--- src/rtl/aes_round_seq_pkg.sv ---
`timescale 1ns/1ps
package aes_round_seq_pkg;

   localparam int NR_128 = 10;
   localparam int NR_192 = 12;
   localparam int NR_256 = 14;

   typedef enum logic [2:0] {
      ST_IDLE,
      ST_PLOAD,
      ST_PRUN,
      ST_PSAVE,
      ST_LOAD,
      ST_INIT,
      ST_ROUND,
      ST_FINAL
   } seq_state_e;

   typedef enum logic [1:0] {
      FK_NEXT = 2'd0,
      FK_INIT = 2'd1,
      FK_DEC  = 2'd2
   } fkey_sel_e;

endpackage

--- src/rtl/aes_round_ctr.sv ---
`timescale 1ns/1ps
module aes_round_ctr #(
   parameter int RND_W = 4
) (
   input  logic             clk_i,
   input  logic             rst_ni,
   input  logic             clr_i,
   input  logic             inc_i,
   input  logic [RND_W-1:0] limit_i,
   output logic [RND_W-1:0] cnt_o,
   output logic             last_o
);
   logic [RND_W-1:0] cnt_q;

   always_ff @(posedge clk_i or negedge rst_ni) begin
      if (!rst_ni)    cnt_q <= '0;
      else if (clr_i) cnt_q <= '0;
      else if (inc_i) cnt_q <= cnt_q + 1'b1;
   end

   assign cnt_o  = cnt_q;
   assign last_o = (cnt_q == limit_i - 1'b1);
endmodule

--- src/rtl/aes_seq_req.sv ---
`timescale 1ns/1ps
module aes_seq_req (
   input  logic clk_i,
   input  logic rst_ni,
   input  logic start_i,
   input  logic take_i,
   input  logic key_new_i,
   input  logic dkey_we_i,
   output logic req_o,
   output logic dkey_ok_o
);
   logic req_q;
   logic valid_q;

   always_ff @(posedge clk_i or negedge rst_ni) begin
      if (!rst_ni) begin
         req_q   <= 1'b0;
         valid_q <= 1'b0;
      end else begin
         req_q <= take_i ? 1'b0 : (req_q | start_i);
         if (key_new_i)      valid_q <= 1'b0;
         else if (dkey_we_i) valid_q <= 1'b1;
      end
   end

   assign req_o     = req_q | start_i;
   assign dkey_ok_o = valid_q & ~key_new_i;
endmodule

--- src/rtl/aes_round_seq.sv ---
`timescale 1ns/1ps
module aes_round_seq
   import aes_round_seq_pkg::*;
#(
   parameter bit AES192_EN = 1'b1,
   parameter int RND_W     = 4
) (
   input  logic             clk_i,
   input  logic             rst_ni,
   input  logic             start_i,
   input  logic             op_dec_i,
   input  logic [1:0]       key_len_i,
   input  logic             key_new_i,
   input  logic             manual_i,
   input  logic             out_free_i,
   output logic             state_we_o,
   output logic             state_sel_in_o,
   output logic             fkey_we_o,
   output logic [1:0]       fkey_sel_o,
   output logic             dkey_we_o,
   output logic             bypass_o,
   output logic             skip_mix_o,
   output logic             out_we_o,
   output logic [RND_W-1:0] round_o,
   output logic             kexp_dec_o,
   output logic             kexp_step_o,
   output logic             idle_o
);
   localparam int NEED_W = $clog2(NR_256 + 1);

   if (RND_W < NEED_W) begin : g_bad_width
      $error("RND_W too narrow for the longest key schedule");
   end

   seq_state_e       st_q, st_d;
   logic             dec_q;
   logic [1:0]       klen_q;
   logic [RND_W-1:0] limit;
   logic             take, req, dkey_ok, last, clr;
   logic             pre_needed;

   // Round count per key length; the 192-bit entry exists only when enabled
   if (AES192_EN) begin : g_kl192
      always_comb begin
         case (klen_q)
            2'd0:    limit = RND_W'(NR_128);
            2'd1:    limit = RND_W'(NR_192);
            default: limit = RND_W'(NR_256);
         endcase
      end
   end else begin : g_kl_no192
      always_comb begin
         case (klen_q)
            2'd0, 2'd1: limit = RND_W'(NR_128);
            default:    limit = RND_W'(NR_256);
         endcase
      end
   end

   aes_seq_req i_req (
      .clk_i     (clk_i),
      .rst_ni    (rst_ni),
      .start_i   (start_i),
      .take_i    (take),
      .key_new_i (key_new_i),
      .dkey_we_i (dkey_we_o),
      .req_o     (req),
      .dkey_ok_o (dkey_ok)
   );

   aes_round_ctr #(.RND_W(RND_W)) i_ctr (
      .clk_i   (clk_i),
      .rst_ni  (rst_ni),
      .clr_i   (clr),
      .inc_i   (kexp_step_o),
      .limit_i (limit),
      .cnt_o   (round_o),
      .last_o  (last)
   );

   assign pre_needed = op_dec_i & ~dkey_ok;
   assign clr        = take | (st_q == ST_PSAVE);

   always_comb begin
      st_d           = st_q;
      take           = 1'b0;
      state_we_o     = 1'b0;
      state_sel_in_o = 1'b0;
      fkey_we_o      = 1'b0;
      fkey_sel_o     = FK_NEXT;
      dkey_we_o      = 1'b0;
      bypass_o       = 1'b0;
      skip_mix_o     = 1'b0;
      out_we_o       = 1'b0;
      kexp_step_o    = 1'b0;
      unique case (st_q)
         ST_IDLE: begin
            if (req) begin
               take = 1'b1;
               st_d = pre_needed ? ST_PLOAD : ST_LOAD;
            end
         end
         ST_PLOAD: begin
            fkey_we_o  = 1'b1;
            fkey_sel_o = FK_INIT;
            st_d       = ST_PRUN;
         end
         ST_PRUN: begin
            fkey_we_o   = 1'b1;
            kexp_step_o = 1'b1;
            if (last) st_d = ST_PSAVE;
         end
         ST_PSAVE: begin
            dkey_we_o = 1'b1;
            st_d      = ST_LOAD;
         end
         ST_LOAD: begin
            state_we_o     = 1'b1;
            state_sel_in_o = 1'b1;
            fkey_we_o      = 1'b1;
            fkey_sel_o     = dec_q ? FK_DEC : FK_INIT;
            st_d           = ST_INIT;
         end
         ST_INIT: begin
            bypass_o    = 1'b1;
            state_we_o  = 1'b1;
            fkey_we_o   = 1'b1;
            kexp_step_o = 1'b1;
            st_d        = ST_ROUND;
         end
         ST_ROUND: begin
            state_we_o  = 1'b1;
            fkey_we_o   = 1'b1;
            kexp_step_o = 1'b1;
            if (last) st_d = ST_FINAL;
         end
         ST_FINAL: begin
            skip_mix_o = 1'b1;
            if (manual_i || out_free_i) begin
               out_we_o = 1'b1;
               if (req) begin
                  take = 1'b1;
                  st_d = pre_needed ? ST_PLOAD : ST_LOAD;
               end else begin
                  st_d = ST_IDLE;
               end
            end
         end
         default: st_d = ST_IDLE;
      endcase
   end

   assign kexp_dec_o = kexp_step_o & dec_q & (st_q != ST_PRUN);
   assign idle_o     = (st_q == ST_IDLE);

   always_ff @(posedge clk_i or negedge rst_ni) begin
      if (!rst_ni) begin
         st_q   <= ST_IDLE;
         dec_q  <= 1'b0;
         klen_q <= 2'd0;
      end else begin
         st_q <= st_d;
         if (take) begin
            dec_q  <= op_dec_i;
            klen_q <= key_len_i;
         end
      end
   end
endmodule

--- config.mk ---
export PLATFORM = sky130hd
export DESIGN_NAME = aes_round_seq
export DESIGN_NICKNAME = d
export VERILOG_FILES = /design/src/rtl/aes_round_seq_pkg.sv /design/src/rtl/aes_round_ctr.sv /design/src/rtl/aes_seq_req.sv /design/src/rtl/aes_round_seq.sv
export SDC_FILE = /design/constraint.sdc
export NUM_CORES = 1
export LEC_CHECK = 0
export ABC_AREA = 1
export BUFFER_PORTS_ARGS = -buffer_cell sky130_fd_sc_hd__buf_4
export CORE_MARGIN = 5
export CORE_UTILIZATION = 49
export DETAILED_ROUTE_END_ITERATION = 10
export GPL_ROUTABILITY_DRIVEN = 0
export GPL_TIMING_DRIVEN = 0
export PLACE_DENSITY = 0.77
export SYNTH_ARGS = -nofsm -noshare
export SYNTH_HDL_FRONTEND = slang
export SYNTH_SLANG_ARGS = --single-unit
--- constraint.sdc ---
create_clock -name clk_i -period 1.9 [get_ports clk_i]
set_input_delay 0.285 -clock clk_i [delete_from_list [all_inputs] [get_ports clk_i]]
set_output_delay 0.285 -clock clk_i [all_outputs]
set_load 0.03 [all_outputs]
==> flow_summary.html, run 1 <==
<table>
<tr><th>Metric</th><th>Value</th></tr>
<tr><th colspan="2">Status</th></tr>
<tr><td>Run status</td><td>finished, final reports clean</td></tr>
<tr><th colspan="2">Timing</th></tr>
<tr><td>Count of pins over their slew limit</td><td>0</td></tr>
<tr><td>Normalized max-slew margin</td><td>0.7784</td></tr>
<tr><td>Worst setup skew after layout</td><td>4.954 ps</td></tr>
<tr><td>Worst-margin pin slew</td><td>roughly 330 ps</td></tr>
<tr><td>Hold Violations, Final</td><td>0</td></tr>
<tr><td>RSZ-0062 raised after global routing</td><td>no</td></tr>
<tr><td>Peak clock frequency supported by timing</td><td>just under 600 MHz</td></tr>
<tr><td>Fraction of the cycle the final worst path needs</td><td>0.9058</td></tr>
<tr><td>Setup TNS</td><td>0 ps</td></tr>
<tr><td>Total setup violations reported at the end of the flow</td><td>0</td></tr>
<tr><td>Min Tclk post-route</td><td>roughly 1700 ps</td></tr>
<tr><td>Final hold slack</td><td>~170 ps</td></tr>
<tr><th colspan="2">Floorplanning</th></tr>
<tr><td>Floorplan core area</td><td>0.001524 mm²</td></tr>
<tr><td>Die height</td><td>just over 50 µm</td></tr>
<tr><td>Std-Cell Rows</td><td>14</td></tr>
<tr><td>Die outline area</td><td>roughly 0.0026 mm²</td></tr>
<tr><td>Effective utilization at floorplan</td><td>0.5279</td></tr>
<tr><td>X dimension of the die</td><td>about 51 µm</td></tr>
<tr><td>IO Count</td><td>25</td></tr>
<tr><th colspan="2">Critical path</th></tr>
<tr><td>Classification of the worst setup path</td><td>reg2out</td></tr>
<tr><td>Dominant cell type by count on the critical path</td><td>nor2_2</td></tr>
<tr><td>Arrival time at the worst endpoint</td><td>~1400 ps</td></tr>
<tr><td>Cell at the slowest stage of the critical path</td><td>dfrtp_1</td></tr>
<tr><td>Crit-path max cell delay</td><td>about 440 ps</td></tr>
<tr><td>Kind of launch point of the worst setup path</td><td>register</td></tr>
<tr><td>Worst-case register-to-register setup slack</td><td>~280 ps</td></tr>
<tr><td>Critical Path End Type</td><td>output port</td></tr>
<tr><td>Worst-path fanout max</td><td>5</td></tr>
<tr><td>CP required</td><td>1620 ps</td></tr>
<tr><td>Sequence of cells on the critical path</td><td>nor2_2 -&gt; inv_2 -&gt; nor2_2 -&gt; buf_4</td></tr>
<tr><th colspan="2">Synthesis</th></tr>
<tr><td>Netlist area before placement</td><td>a little over 800 µm²</td></tr>
<tr><td>Post-Syn Nets</td><td>122</td></tr>
<tr><td>Post-Synth Adder-Cell Area</td><td>0.03110</td></tr>
<tr><td>Post-Synth XOR/XNOR Area</td><td>0.02177</td></tr>
<tr><td>Average cell area after synthesis</td><td>roughly 7.2 µm²</td></tr>
<tr><td>Combinational family with the most area after synthesis</td><td>simple AND/OR/NAND/NOR gates</td></tr>
<tr><td>Post-synthesis compound-gate area fraction</td><td>0.1244</td></tr>
<tr><td>Yosys reg bits</td><td>12</td></tr>
<tr><td>Count of distinct cell types in the synthesized netlist</td><td>22</td></tr>
<tr><td>Mux contribution to synthesized area</td><td>0</td></tr>
<tr><td>Synth Warn #</td><td>0</td></tr>
<tr><td>Simple logic cell fraction of the synthesized area</td><td>0.3608</td></tr>
<tr><td>Sequential share of the synthesized area</td><td>0.3733</td></tr>
<tr><td>Instance count of the mapped netlist</td><td>approximately 110</td></tr>
<tr><th colspan="2">Power and ir drop</th></tr>
<tr><td>Power density over the cells</td><td>between 1500 and 2000 mW/mm²</td></tr>
<tr><td>Cell leakage power</td><td>0.5599 nW</td></tr>
<tr><td>Overall power after layout</td><td>between 1.5 and 2 mW</td></tr>
<tr><td>Largest vdd supply drop</td><td>0.9769 mV</td></tr>
<tr><th colspan="2">Detailed routing</th></tr>
<tr><td>Number of remaining DRC errors</td><td>0</td></tr>
<tr><td>Count of antenna-violating nets left after detailed routing</td><td>0</td></tr>
<tr><td>Wire per inst</td><td>roughly 11 µm</td></tr>
<tr><td>DR vias/cell</td><td>between 4 and 5</td></tr>
<tr><td>Initial detailed-routing violation count</td><td>9</td></tr>
<tr><td>Detailed-route via count</td><td>roughly 760</td></tr>
<tr><td>Number of iterations in the first detailed-routing pass</td><td>4</td></tr>
<tr><td>Total detailed-routing wirelength</td><td>between 1500 and 2000 µm</td></tr>
<tr><th colspan="2">Clocking</th></tr>
<tr><td>Post-CTS sizing</td><td>0</td></tr>
<tr><td>Clock Root Buffer</td><td>clkbuf_4</td></tr>
<tr><td>Clock-pin slew of the registers on the worst-case setup and hold paths</td><td>about 70 ps</td></tr>
<tr><td>TritonCTS clock tree</td><td>yes</td></tr>
<tr><td>Clk Latency, worst-skew pair</td><td>about 280 ps</td></tr>
<tr><td>Number of buffers added by the clock tree synthesis step</td><td>3</td></tr>
<tr><td>Number of sinks on the clock net</td><td>12</td></tr>
<tr><td>Post-CTS setup repair buffer count</td><td>0</td></tr>
<tr><td>Htree depth</td><td>1</td></tr>
<tr><td>Number of buffers on the longest clock path</td><td>2</td></tr>
<tr><th colspan="2">Global routing</th></tr>
<tr><td>Number of antenna violations at the first check in global routing</td><td>0</td></tr>
<tr><td>GRT Overall Usage</td><td>0.1501</td></tr>
<tr><td>Via count of the first global-routing pass</td><td>just over 700</td></tr>
<tr><td>Overflow after GRT</td><td>0</td></tr>
<tr><td>Wire length of the first global-routing pass</td><td>approximately 2900 µm</td></tr>
<tr><td>Maximum number of pins on one net before global-route repair</td><td>13</td></tr>
<tr><th colspan="2">Hold path</th></tr>
<tr><td>Hold Path Class</td><td>in2reg</td></tr>
<tr><th colspan="2">Layout</th></tr>
<tr><td># nets final</td><td>152</td></tr>
<tr><td>Diode insertion count for antenna repair</td><td>0</td></tr>
<tr><td>Commonest cells after routing, fill and taps aside</td><td>nand2_1, buf_4, inv_1, nor2_1, dfrtp_1</td></tr>
<tr><td>Utilization after layout</td><td>0.6831</td></tr>
<tr><td>Design Area, Final</td><td>0.001041 mm²</td></tr>
<tr><td>Area growth from synthesis to final layout</td><td>29.39%</td></tr>
<tr><td>Share of final-layout standard cells stronger than drive strength 1</td><td>0.3237</td></tr>
<tr><th colspan="2">Placed design</th></tr>
<tr><td>Post-place instance area</td><td>0.001008 mm²</td></tr>
<tr><td>Total half-perimeter wirelength after legalization and detailed placement</td><td>roughly 1400 µm</td></tr>
<tr><td>Input/output buffers</td><td>24</td></tr>
<tr><th colspan="2">Run</th></tr>
<tr><td>Max-cap violations</td><td>0</td></tr>
</table>
[path summary, 6_finish.rpt]
check | from | endpoint | cells after the start
worst max-delay path | st_q[0]$_DFFE_PN0P_ | idle_o | 4
worst min-delay path | key_new_i | i_req.valid_q$_DFFE_PN0P_ | 2
worst max register to register | klen_q[0]$_DFFE_PN0P_ | st_q[2]$_DFFE_PN0P_ | 11
worst min register to register | i_req.valid_q$_DFFE_PN0P_ | i_req.valid_q$_DFFE_PN0P_ | 2
max in group asynchronous | rst_ni | i_req.valid_q$_DFFE_PN0P_ | 2
min in group asynchronous | rst_ni | st_q[2]$_DFFE_PN0P_ | 2
[kinds of logic after synthesis]
kind of cell    after synthesis
compound gates               13
xor+xnor                      2
fa+ha+maj                     2
buf+inv                      19
flops                        12
simple gates                 63
[final cells by class]
cell class	count	area, µm²
tap	16	20.02
inverter	19	71.32
timing repair buffer	25	190.2
sequential	12	300.3
clock buffer	3	22.52
fill	143	483.0
multi-input combinational	80	436.7
[report_power, final]
part	switching, mW	leakage (nW)	internal (mW)
clock	0.0841	0.0138	0.0736
sequential	0.129	0.149	0.369
combinational	0.810	0.397	0.456
total	1.02	0.560	0.899
[cell usage after synthesis, drive strengths merged]
master / n / area [µm²]
a21oi: 4 / 20.02
a22oi: 1 / 12.51
nor2: 20 / 90.09
or2: 1 / 6.260
ha: 2 / 25.02
inv: 19 / 71.32
o21ai: 6 / 41.29
nand2: 31 / 133.9
o21bai: 2 / 26.28
xor2: 1 / 8.760
nor3: 4 / 25.02
xnor2: 1 / 8.760
nand3: 7 / 35.03
dfrtp: 12 / 300.3
[sequential cells by signal (all words and copies together), names as in the netlist]
signal         flops
dec_q              1
i_ctr.cnt_o        4
i_req.req_q        1
i_req.valid_q      1
klen_q             2
st_q               3
[layer usage]
layer  share of wire  track usage  vias to the layer above
met2            0.49       0.2562                       23
li1                -            -                      398
met4           0.020      0.08936                        0
met1            0.44       0.1627                      336
met3           0.050      0.04142                        4
met5               0            0                        -
[critical path: cells and delay by family, from the launching register on]
family,cells,cell delay [ps]
flops,1,440
simple gates,2,430
buf+inv,2,290
[through the flow]
stage | worst slack (ps) | std cells
final | 179.0 | 155
after global routing | 79.75 | 155
after CTS | 175.7 | 155
after detailed placement | 276.4 | 151
after global placement | 330.9 | 151
after floorplan | 7.635 | 111
[what timing repair did]
item	in CTS	in global routing
hold endpoints to repair	12	0
endpoints found under the setup margin	0	0
hold buffers	1	0
(Power assumes the default switching activity.)
==> run 2, diff against run 1 <==
==> constraint.sdc (replaced) <==
create_clock -name clk_i -period 1.9 [get_ports clk_i]
set_input_delay 0.38 -clock clk_i [delete_from_list [all_inputs] [get_ports clk_i]]
set_output_delay 0.38 -clock clk_i [all_outputs]
set_load 0.03 [all_outputs]
==> flow_summary.html, run 2 (synthesis gave the netlist of run 1 again) <==
<table>
<tr><th>Metric</th><th>Value</th></tr>
<tr><th colspan="2">Status</th></tr>
<tr><td>Run status</td><td>finished, final reports clean</td></tr>
<tr><th colspan="2">Detailed routing</th></tr>
<tr><td>Number of remaining DRC errors</td><td>0</td></tr>
<tr><td>DR vias/cell</td><td>4.819</td></tr>
<tr><td>Count of antenna-violating nets left after detailed routing</td><td>0</td></tr>
<tr><td>Detailed-route via count</td><td>between 700 and 800</td></tr>
<tr><td>Total detailed-routing wirelength</td><td>~1800 µm</td></tr>
<tr><td>Number of iterations in the first detailed-routing pass</td><td>4</td></tr>
<tr><td>Initial detailed-routing violation count</td><td>23</td></tr>
<tr><td>Wire per inst</td><td>around 11 µm</td></tr>
<tr><th colspan="2">Layout</th></tr>
<tr><td>Diode insertion count for antenna repair</td><td>0</td></tr>
<tr><td>Commonest cells after routing, fill and taps aside</td><td>nand2_1, buf_4, inv_1, nor2_1, dfrtp_1</td></tr>
<tr><td>Flip-flop count of the largest register, all copies and words added</td><td>4</td></tr>
<tr><td># nets final</td><td>152</td></tr>
<tr><td>Utilization after layout</td><td>0.6888</td></tr>
<tr><td>Area growth from synthesis to final layout</td><td>30.48%</td></tr>
<tr><td>Share of final-layout standard cells stronger than drive strength 1</td><td>0.3381</td></tr>
<tr><th colspan="2">Floorplanning</th></tr>
<tr><td>Std-Cell Rows</td><td>14</td></tr>
<tr><td>Floorplan core area</td><td>between 0.0015 and 0.002 mm²</td></tr>
<tr><td>Effective utilization at floorplan</td><td>0.5279</td></tr>
<tr><td>X dimension of the die</td><td>50.52 µm</td></tr>
<tr><td>Die outline area</td><td>0.002552 mm²</td></tr>
<tr><td>IO Count</td><td>25</td></tr>
<tr><td>Die height</td><td>between 50 and 60 µm</td></tr>
<tr><th colspan="2">Clocking</th></tr>
<tr><td>Number of buffers on the longest clock path</td><td>2</td></tr>
<tr><td>Clock-pin slew of the registers on the worst-case setup and hold paths</td><td>around 60 ps</td></tr>
<tr><td>Number of sinks on the clock net</td><td>12</td></tr>
<tr><td>Number of buffers added by the clock tree synthesis step</td><td>3</td></tr>
<tr><td>Htree depth</td><td>1</td></tr>
<tr><td>TritonCTS clock tree</td><td>yes</td></tr>
<tr><td>Clk Latency, worst-skew pair</td><td>280 ps</td></tr>
<tr><td>Clock Root Buffer</td><td>clkbuf_4</td></tr>
<tr><th colspan="2">Placed design</th></tr>
<tr><td>Total half-perimeter wirelength after legalization and detailed placement</td><td>1448 µm</td></tr>
<tr><td>Worst setup slack after placement</td><td>approximately 290 ps</td></tr>
<tr><td>Input/output buffers</td><td>24</td></tr>
<tr><th colspan="2">Critical path</th></tr>
<tr><td>Kind of launch point of the worst setup path</td><td>register</td></tr>
<tr><td>Classification of the worst setup path</td><td>reg2out</td></tr>
<tr><td>CP required</td><td>1520 ps</td></tr>
<tr><td>Arrival time at the worst endpoint</td><td>about 1400 ps</td></tr>
<tr><td>Critical Path End Type</td><td>output port</td></tr>
<tr><td>Worst-path fanout max</td><td>5</td></tr>
<tr><th colspan="2">Timing</th></tr>
<tr><td>Fraction of the cycle the final worst path needs</td><td>0.9279</td></tr>
<tr><td>Peak clock frequency supported by timing</td><td>approximately 570 MHz</td></tr>
<tr><td>Worst setup margin</td><td>137.0 ps</td></tr>
<tr><td>Count of pins over their slew limit</td><td>0</td></tr>
<tr><td>Setup TNS</td><td>0 ps</td></tr>
<tr><td>RSZ-0062 raised after global routing</td><td>no</td></tr>
<tr><td>Worst setup skew after layout</td><td>a little under 10 ps</td></tr>
<tr><td>Min Tclk post-route</td><td>1763 ps</td></tr>
<tr><td>Final hold slack</td><td>between 200 and 300 ps</td></tr>
<tr><td>Hold Violations, Final</td><td>0</td></tr>
<tr><td>Total setup violations reported at the end of the flow</td><td>0</td></tr>
<tr><td>Normalized max-slew margin</td><td>0.8038</td></tr>
<tr><td>Worst-margin pin slew</td><td>between 200 and 300 ps</td></tr>
<tr><th colspan="2">Global routing</th></tr>
<tr><td>Number of antenna violations at the first check in global routing</td><td>0</td></tr>
<tr><td>Via count of the first global-routing pass</td><td>between 700 and 800</td></tr>
<tr><td>Wire length of the first global-routing pass</td><td>around 3000 µm</td></tr>
<tr><td>Overflow after GRT</td><td>0</td></tr>
<tr><td>Maximum number of pins on one net before global-route repair</td><td>13</td></tr>
<tr><td>GRT Overall Usage</td><td>0.1558</td></tr>
<tr><th colspan="2">Power and ir drop</th></tr>
<tr><td>Power density over the cells</td><td>roughly 1900 mW/mm²</td></tr>
<tr><td>Largest vdd supply drop</td><td>~1.2 mV</td></tr>
<tr><td>Cell leakage power</td><td>0.5591 nW</td></tr>
<tr><th colspan="2">Hold path</th></tr>
<tr><td>Hold Path Class</td><td>in2reg</td></tr>
<tr><th colspan="2">Run</th></tr>
<tr><td>Max-cap violations</td><td>0</td></tr>
</table>
[run 2: cell types whose count changed in the layout (fill, tap and decap cells not counted)]
cell     change
dfrtp_1      -1
dfrtp_2      +1
nor2_1       -1
nor2_4       +1
[run 2: timing repair]
item                                    CTS  global route
endpoints found under the setup margin    0             1
setup buffers                             0             0
resized for setup                         0             2
hold buffers                              1             0
endpoints found under the hold margin    12             0
[run 2: where the power goes]
part           switching [mW]  internal, mW
Combinational           0.815         0.462
Clock                  0.0836        0.0735
Sequential              0.139         0.371
[run 2: per-stage QoR]
stage	power (mW)	instances	area (µm²)
after floorplan	1.406	111	810.8
after CTS	1.954	155	1044
after detailed placement	1.787	151	1011
final	1.944	155	1050
after global placement	1.750	151	1011
after global routing	2.112	155	1050
[run 2: final timing paths]
path                                      startpoint                   endpoint  slack, ps  cells after the start
min in group asynchronous                     rst_ni      klen_q[1]$_DFFE_PN0P_        470                      2
max in group asynchronous                     rst_ni        st_q[2]$_DFFE_PN0P_       1250                      2
max reg2reg                    klen_q[0]$_DFFE_PN0P_        st_q[2]$_DFFE_PN0P_        260                     11
min                                        key_new_i  i_req.valid_q$_DFFE_PN0P_        260                      2
max                              st_q[1]$_DFFE_PN0P_              fkey_sel_o[0]        140                      6
min reg2reg                i_req.valid_q$_DFFE_PN0P_  i_req.valid_q$_DFFE_PN0P_        510                      2
[run 2: area by class of cell]
type	count	area, µm²
multi-input combinational	80	444.2
fill	125	474.2
clock buffer	3	22.52
tap	16	20.02
sequential	12	301.5
timing repair buffer	25	190.2
inverter	19	71.32
[run 2: critical path, stage by stage, from the launching register on]
cell and delay (ps):
dfrtp_1 450, inv_1 120, nand2_2 100, nor2_2 120, inv_1 70, o21ai_2 100
buf_4 170
[run 2: layer usage]
layer	part of all wire	track usage	vias to the layer above
met5	0	0	-
met4	0.0079	0.03830	0
met3	0.066	0.05917	3
met2	0.52	0.2624	19
met1	0.41	0.1853	326
li1	-	-	399
